$ cat src/rtl/phyctl_pkg.sv
package phyctl_pkg;

    // Control word holding the power and DLL switches
    localparam int PWR_WORD   = 6;
    localparam int PWR_BIT    = 0;
    localparam int DLLEN_BIT  = 1;
    localparam int DRV_LSB    = 4;
    localparam int DRV_W      = 3;

    // Control word holding the DLL band and tap delay
    localparam int DLY_WORD   = 0;
    localparam int FREQ_LSB   = 12;
    localparam int FREQ_W     = 2;
    localparam int OTEN_BIT   = 11;
    localparam int OTSEL_LSB  = 7;
    localparam int OTSEL_W    = 4;

    // Status word bit positions
    localparam int CAL_BIT    = 6;
    localparam int RDY_BIT    = 5;

    typedef enum logic [1:0] {
        ACC_CTRL     = 2'd0,
        ACC_STATUS   = 2'd1,
        ACC_UNMAPPED = 2'd2
    } acc_kind_e;

endpackage

$ cat src/rtl/phyctl_addr_dec.sv
module phyctl_addr_dec
    import phyctl_pkg::*;
#(
    parameter int ADDR_W      = 8,
    parameter int NUM_CTRL    = 7,
    parameter int STATUS_WORD = 8
) (
    input  logic [ADDR_W-1:0]   addr,
    output acc_kind_e           kind,
    output logic [NUM_CTRL-1:0] sel
);
    localparam int WIDX_W = ADDR_W - 2;
    localparam logic [WIDX_W-1:0] STATUS_IDX = WIDX_W'(STATUS_WORD);

    logic [WIDX_W-1:0] widx;
    logic              aligned;

    always_comb begin
        widx    = addr[ADDR_W-1:2];
        aligned = (addr[1:0] == 2'b00);
        sel     = '0;
        for (int i = 0; i < NUM_CTRL; i++) begin
            if (aligned && (widx == WIDX_W'(i))) begin
                sel[i] = 1'b1;
            end
        end
        if (!aligned) begin
            kind = ACC_UNMAPPED;
        end else if (widx == STATUS_IDX) begin
            kind = ACC_STATUS;
        end else if (|sel) begin
            kind = ACC_CTRL;
        end else begin
            kind = ACC_UNMAPPED;
        end
    end

endmodule

$ cat src/rtl/phyctl_mask_reg.sv
module phyctl_mask_reg #(
    parameter int HALF = 16
) (
    input  logic            clk,
    input  logic            rst_n,
    input  logic            we,
    input  logic [HALF-1:0] din,
    input  logic [HALF-1:0] mask,
    output logic [HALF-1:0] q
);
    always_ff @(posedge clk or negedge rst_n) begin
        if (!rst_n) begin
            q <= '0;
        end else if (we) begin
            q <= (q & ~mask) | (din & mask);
        end
    end

endmodule

$ cat src/rtl/phyctl_rd_path.sv
module phyctl_rd_path
    import phyctl_pkg::*;
#(
    parameter int DATA_W   = 32,
    parameter int NUM_CTRL = 7
) (
    input  logic                      clk,
    input  logic                      rst_n,
    input  logic                      rd_en,
    input  acc_kind_e                 kind,
    input  logic [NUM_CTRL-1:0]       sel,
    input  logic [NUM_CTRL*(DATA_W/2)-1:0] ctrl_flat,
    input  logic                      cal_done,
    input  logic                      dll_ready,
    output logic [DATA_W-1:0]         rdata
);
    localparam int HALF = DATA_W / 2;

    logic [HALF-1:0]   ctrl_rd;
    logic [DATA_W-1:0] rd_next;

    always_comb begin
        ctrl_rd = '0;
        for (int i = 0; i < NUM_CTRL; i++) begin
            if (sel[i]) begin
                ctrl_rd = ctrl_rd | ctrl_flat[i*HALF +: HALF];
            end
        end
        rd_next = '0;
        unique case (kind)
            ACC_CTRL: begin
                rd_next = {{HALF{1'b0}}, ctrl_rd};
            end
            ACC_STATUS: begin
                rd_next[CAL_BIT] = cal_done;
                rd_next[RDY_BIT] = dll_ready;
            end
            default: begin
                rd_next = '0;
            end
        endcase
    end

    always_ff @(posedge clk or negedge rst_n) begin
        if (!rst_n) begin
            rdata <= '0;
        end else if (rd_en) begin
            rdata <= rd_next;
        end
    end

endmodule

$ cat src/rtl/phyctl_regbank.sv
module phyctl_regbank
    import phyctl_pkg::*;
#(
    parameter int ADDR_W      = 8,
    parameter int DATA_W      = 32,
    parameter int NUM_CTRL    = 7,
    parameter int STATUS_WORD = 8
) (
    input  logic              clk,
    input  logic              rst_n,
    input  logic              wr_en,
    input  logic              rd_en,
    input  logic [ADDR_W-1:0] addr,
    input  logic [DATA_W-1:0] wdata,
    output logic [DATA_W-1:0] rdata,
    input  logic              cal_done_i,
    input  logic              dll_ready_i,
    output logic              pwr_en_o,
    output logic              dll_en_o,
    output logic [2:0]        drv_code_o,
    output logic [1:0]        dll_freq_o,
    output logic              otap_en_o,
    output logic [3:0]        otap_sel_o
);
    localparam int HALF = DATA_W / 2;

    acc_kind_e                  kind;
    logic [NUM_CTRL-1:0]        sel;
    logic [HALF-1:0]            ctrl_q [NUM_CTRL];
    logic [NUM_CTRL*HALF-1:0]   ctrl_flat;

    phyctl_addr_dec #(
        .ADDR_W      (ADDR_W),
        .NUM_CTRL    (NUM_CTRL),
        .STATUS_WORD (STATUS_WORD)
    ) u_dec (
        .addr (addr),
        .kind (kind),
        .sel  (sel)
    );

    for (genvar g = 0; g < NUM_CTRL; g++) begin : g_ctrl
        phyctl_mask_reg #(
            .HALF (HALF)
        ) u_reg (
            .clk   (clk),
            .rst_n (rst_n),
            .we    (wr_en & sel[g]),
            .din   (wdata[HALF-1:0]),
            .mask  (wdata[DATA_W-1:HALF]),
            .q     (ctrl_q[g])
        );
        assign ctrl_flat[g*HALF +: HALF] = ctrl_q[g];
    end

    phyctl_rd_path #(
        .DATA_W   (DATA_W),
        .NUM_CTRL (NUM_CTRL)
    ) u_rd (
        .clk       (clk),
        .rst_n     (rst_n),
        .rd_en     (rd_en),
        .kind      (kind),
        .sel       (sel),
        .ctrl_flat (ctrl_flat),
        .cal_done  (cal_done_i),
        .dll_ready (dll_ready_i),
        .rdata     (rdata)
    );

    assign pwr_en_o   = ctrl_q[PWR_WORD][PWR_BIT];
    assign dll_en_o   = ctrl_q[PWR_WORD][DLLEN_BIT];
    assign drv_code_o = ctrl_q[PWR_WORD][DRV_LSB +: DRV_W];
    assign dll_freq_o = ctrl_q[DLY_WORD][FREQ_LSB +: FREQ_W];
    assign otap_en_o  = ctrl_q[DLY_WORD][OTEN_BIT];
    assign otap_sel_o = ctrl_q[DLY_WORD][OTSEL_LSB +: OTSEL_W];

endmodule

$ cat config.mk
export PLATFORM = sky130hd
export DESIGN_NAME = phyctl_regbank
export DESIGN_NICKNAME = d
export VERILOG_FILES = /design/src/rtl/phyctl_pkg.sv /design/src/rtl/phyctl_addr_dec.sv /design/src/rtl/phyctl_mask_reg.sv /design/src/rtl/phyctl_rd_path.sv /design/src/rtl/phyctl_regbank.sv
export SDC_FILE = /design/constraint.sdc
export NUM_CORES = 1
export LEC_CHECK = 0
export BUFFER_PORTS_ARGS = -buffer_cell sky130_fd_sc_hd__buf_2
export CAP_MARGIN = 25
export CORE_MARGIN = 3
export CORE_UTILIZATION = 24
export CTS_BUF_LIST = sky130_fd_sc_hd__clkbuf_8
export DETAILED_ROUTE_END_ITERATION = 10
export PLACE_DENSITY = 0.5
export SETUP_SLACK_MARGIN = 0.4
export SYNTH_ARGS = -nofsm -noshare
export SYNTH_HDL_FRONTEND = slang
export SYNTH_SLANG_ARGS = --single-unit
export TNS_END_PERCENT = 5
$ cat constraint.sdc
create_clock -name clk -period 3.65 [get_ports clk]
set_input_delay 0.365 -clock clk [delete_from_list [all_inputs] [get_ports clk]]
set_output_delay 0.365 -clock clk [all_outputs]
set_load 0.1 [all_outputs]
* Word-level counts from Yosys, hierarchy flattened *
Index checks and enable logic that the tools add are counted.

word-level totals
  register bits = 144
  input port bits = 46
  output and inout port bits = 44
  word-level logic and storage cells = 76

cells by class
  equality and inequality tests = 8
  mux-type cells = 20
  bitwise logic cells = 29
  reductions and logical operators = 11

operators by type and width
  kind                                                 count
  bitwise OR 16 bit                                    13
  AND 16 bit                                           8
  two-way mux 16 bit                                   7
  equality test 6 x 3 -> 1 bit, second input constant  3
  inverter 16 bit                                      1
  equality test 6 x 2 -> 1 bit, second input constant  2
  two-way mux 9 bit                                    1
  AND 1 bit                                            7
  logical AND 1 bit                                    7
  two-way mux 1 bit                                    7
  OR reduction 7 bit                                   1
  equality test 6 x 1 -> 1 bit, second input constant  1
  equality test 6 x 4 -> 1 bit, second input constant  1
  zero test 6 bit                                      1
  two-way mux 2 bit                                    3
  two-way mux 5 bit                                    1
  zero test 2 bit                                      2
  one-hot mux 2 bit (2 select lines)                   1
  equality test 2 x 1 -> 1 bit, second input constant  1

* Logic depth before layout (Yosys ltp) *
  depth after elaboration = 17
  mapped depth = 7
  depth with buffers taken out = 4

* Cells and area by module *
A second synthesis with hierarchy kept.

second synthesis, totals
  cells, all modules = 512
  area total of the unflattened synthesis = 6421.2 um^2

by module, submodules not included
  module           times used  cells an instance  area each (um^2)
  phyctl_mask_reg  7           50                 700.7
  phyctl_rd_path   1           135                1343.8
  phyctl_addr_dec  1           20                 128.9
  phyctl_regbank   1           7                  43.8

* Worst setup path after synthesis *
No wires, ideal clock.

  path kind = input to register
  from = in addr[2]
  to = reg with a tool-made name
  setup time = 0.128 ns
  arrival = 1.936 ns
  slack = 1.586 ns
  stages on the path = 7
  buffers on the path = 3
  cell sequence = buf_6 -> or4_1 -> buf_2 -> nor3_4 -> buf_6 -> nand2_1 -> mux2_1

RTL lines
  what             RTL line              RTL
  start, declared  phyctl_regbank.sv:13  input logic [ADDR_W-1:0] addr,

==> flow_metrics.py <==
metrics = {
    "floorplan": {
        "die_y_um": 171,
        "fp.dieArea_um2": 29300,
        "io_pins": 90,
        "initial_utilization": 0.247,
        "die_x_um": 171,
        "rows": 59,
        "core_area_um2": 26400,
    },
    "cts": {
        "tritoncts": "yes",
        "clock-root-buffer": "clkbuf_8",
        "cts.path.max_buffers": 2,
        "clock_latency_ns": 0.45,
        "cts-buffers-inserted": 17,
        "clkTransAtPathRegs_ns": 0.09,
        "cts_resized": 0,
        "cts_max_level": 4,
        "cts_setup_buffers": 0,
        "hold_buffers": 0,
        "clock-sinks": 128,
    },
    "sta": {
        "rsz0062_at_grt": "false",
        "max_slew_margin": 0.292,
        "maxSlewViolCount": 0,
        "finalSetupViolCount": 0,
        "hold_viol": 0,
        "tightest_slew_ns": 1.06,
        "fin_tns_setup_ns": 0,
        "finClkSkew_ns": 0.0136,
        "fmax_mhz": 444,
        "fin_crit_ns": 2.25,
        "fin_crit_sh": 0.618,
    },
    "cells_and_area": {
        "syn_to_final_growth_pct": 17.6,
        "finalNetCount": 702,
        "fill_cells": 2770,
        "final_util": 0.291,
        "drive_gt1_frac": 0.217,
    },
    "drt": {
        "drt_wl_total_um": 19700,
        "drc": 0,
        "drt_pre_antenna_iters": 5,
        "via_per_inst": 4.77,
        "wl_per_cell_um": 19.6,
        "initialDrtViolationCount": 331,
        "routed-via-count": 4794,
        "antenna_left": 0,
    },
    "worst_hold_path": {
        "hold_depth": 3,
        "hold_start": "dll_ready_i",
        "hold_path.class": "in -> reg",
        "whs_endpoint": "u_rd.rdata[5]",
    },
    "power_and_ir_drop": {
        "power.ir.vdd_worst_mv": 0.196,
        "p_leak_uw": 0.00365,
        "power.density_nw_per_um2": 402,
    },
    "worst_setup_path": {
        "reg2reg_depth": 4,
        "cp.arrival_ns": 2.59,
        "crit_path_end_kind": "register",
        "crit_path_max_fanout": 19,
        "crit_path_top_delay_cell": "or4_1",
        "worstPathCellList": "buf_2 -> or4_1 -> nor3_4 -> buf_4 -> nand2_1 -> mux2_1",
        "start_kind": "input pin",
        "rrSetupSlack_ns": 1.96,
        "reg2reg_to": "u_rd.rdata[13]",
        "critPathMaxStageDelay_ns": 0.78,
        "critPathKind": "in -> reg",
        "crit_required_ns": 3.99,
    },
    "grt": {
        "met3_usage": 0.0328,
        "use_met2": 0.221,
        "grt.overflow.total": 0,
        "grt_first_pass_wirelength_um": 30000,
        "grt_max_degree": 71,
        "antenna_found_initial": 0,
        "grt_pass1_vias": 4922,
        "globalRouteMet1Util": 0.182,
        "grt_usage": 0.137,
        "grt_busiest_layer": "met2",
    },
    "outcome": {
        "status": "complete, no violations",
    },
    "run": {
        "drv_cap": 0,
    },
    "synthesis": {
        "syn_area_um2": 6540,
        "ys_seq_area_frac": 0.490,
        "synthCells": 580,
        "synthDistinctLibCells": 51,
        "ys_warn_count": 0,
        "synth-async-reset-ratio": 1.00,
        "synth_ff_type": "dfrtp_1",
        "ys_seq_elements": 128,
        "syn_area_per_cell_um2": 11.3,
        "synth_edf_count": 0,
    },
    "place": {
        "gp_congestion": 0.766,
        "io_buffers": 73,
        "dp_hpwl_um": 14000,
    },
}
## kinds of logic after synthesis
kind of cell           after synthesis  synth area share
flip-flops                         128             0.490
other                                1          0.000574
buffers and inverters               72            0.0607
AND/OR/NAND/NOR                    187             0.141
AO/OA/AOI/OAI                       54            0.0649
multiplexers                       138             0.243
## cell usage in the layout (no fill, tap or decap), types with 5 or more instances in the layout
cell / synthesis / layout
dfrtp_1: 128 / 128
nand2_1: 117 / 117
mux2_1: 112 / 112
buf_2: 8 / 72
buf_4: 27 / 21
clkbuf_8: 0 / 18
inv_1: 15 / 16
mux2i_1: 16 / 16
conb_1: 1 / 16
o22ai_1: 11 / 11
nor2_1: 9 / 9
nor3_1: 8 / 8
nand3_1: 7 / 7
a22o_1: 7 / 7
nand2b_1: 7 / 7
o221ai_1: 6 / 6
nor4_1: 5 / 5
a221oi_1: 5 / 5
mux2_2: 5 / 5
mux4_2: 5 / 5
## cell usage after synthesis (3+ instances only)
cell type  instances  area share
a221oi_1           5      0.0067
a222oi_1           4      0.0061
a22o_1             7      0.0094
and2_1             4      0.0038
and3_1             4      0.0038
and4_1             3      0.0040
buf_2              8      0.0061
buf_4             27       0.031
clkbuf_1          17      0.0098
dfrtp_1          128        0.49
inv_1             15      0.0086
mux2_1           112        0.19
mux2_2             5      0.0086
mux2i_1           16       0.025
mux4_2             5       0.017
nand2_1          117       0.067
nand2b_1           7      0.0067
nand3_1            7      0.0054
nand4b_1           3      0.0040
nor2_1             9      0.0052
nor2b_1            4      0.0038
nor3_1             8      0.0061
nor4_1             5      0.0048
o211ai_1           4      0.0046
o221ai_1           6      0.0080
o22ai_1           11       0.011
## how the worst max path moves through the flow
stage,cells past startpoint,start,end
2_1_floorplan,7,addr[2],register
6_report,6,addr[3],register
3_3_place_gp,6,addr[3],register
4_1_cts,6,addr[3],register
5_1_grt,6,addr[3],register
3_5_place_dp,6,addr[3],register
## power by group
| group | leakage, uW | total (uW) | switching, uW | internal, uW |
|---|---|---|---|---|
| clock network | 0.000203 | 1310 | 614 | 691 |
| logic | 0.00167 | 318 | 245 | 72.6 |
| registers | 0.00178 | 1470 | 18.3 | 1450 |
## per-stage QoR
stage	std cells	setup WS [ns]	cell area, um2	hold slack (ns)	total power (uW)
after floorplan	595	1.59	6590	0.0694	1690
after global placement	970	0.891	7240	0.465	1810
after detailed placement	970	0.898	7240	0.474	1810
after CTS	1002	1.38	7650	0.0707	3120
after global routing	1004	1.32	7690	0.164	3210
final	1005	1.40	7690	0.167	3090
## layout make-up
cell class                 count  area [um2]  share of cell area
sequential                   128        3200               0.417
multi-input combinational    395        2990               0.389
timing repair buffer          97         596              0.0774
tap                          335         419              0.0545
clock buffer                  18         248              0.0322
clock inverter                14         165              0.0215
inverter                      17        63.8             0.00830
antenna                        1        2.50            0.000325
## per-layer routing
metal,part of all wire,vias up
met5,0,-
met4,0.016,0
met3,0.058,17
met2,0.47,140
met1,0.46,2443
li1,-,2194
## critical path, delay by kind of cell
kind / cells / cell delay [ns]
buffers and inverters: 2 / 0.55
muxes: 1 / 0.31
and+or+nand+nor: 3 / 1.36
Power figures use the tool's default switching activity.
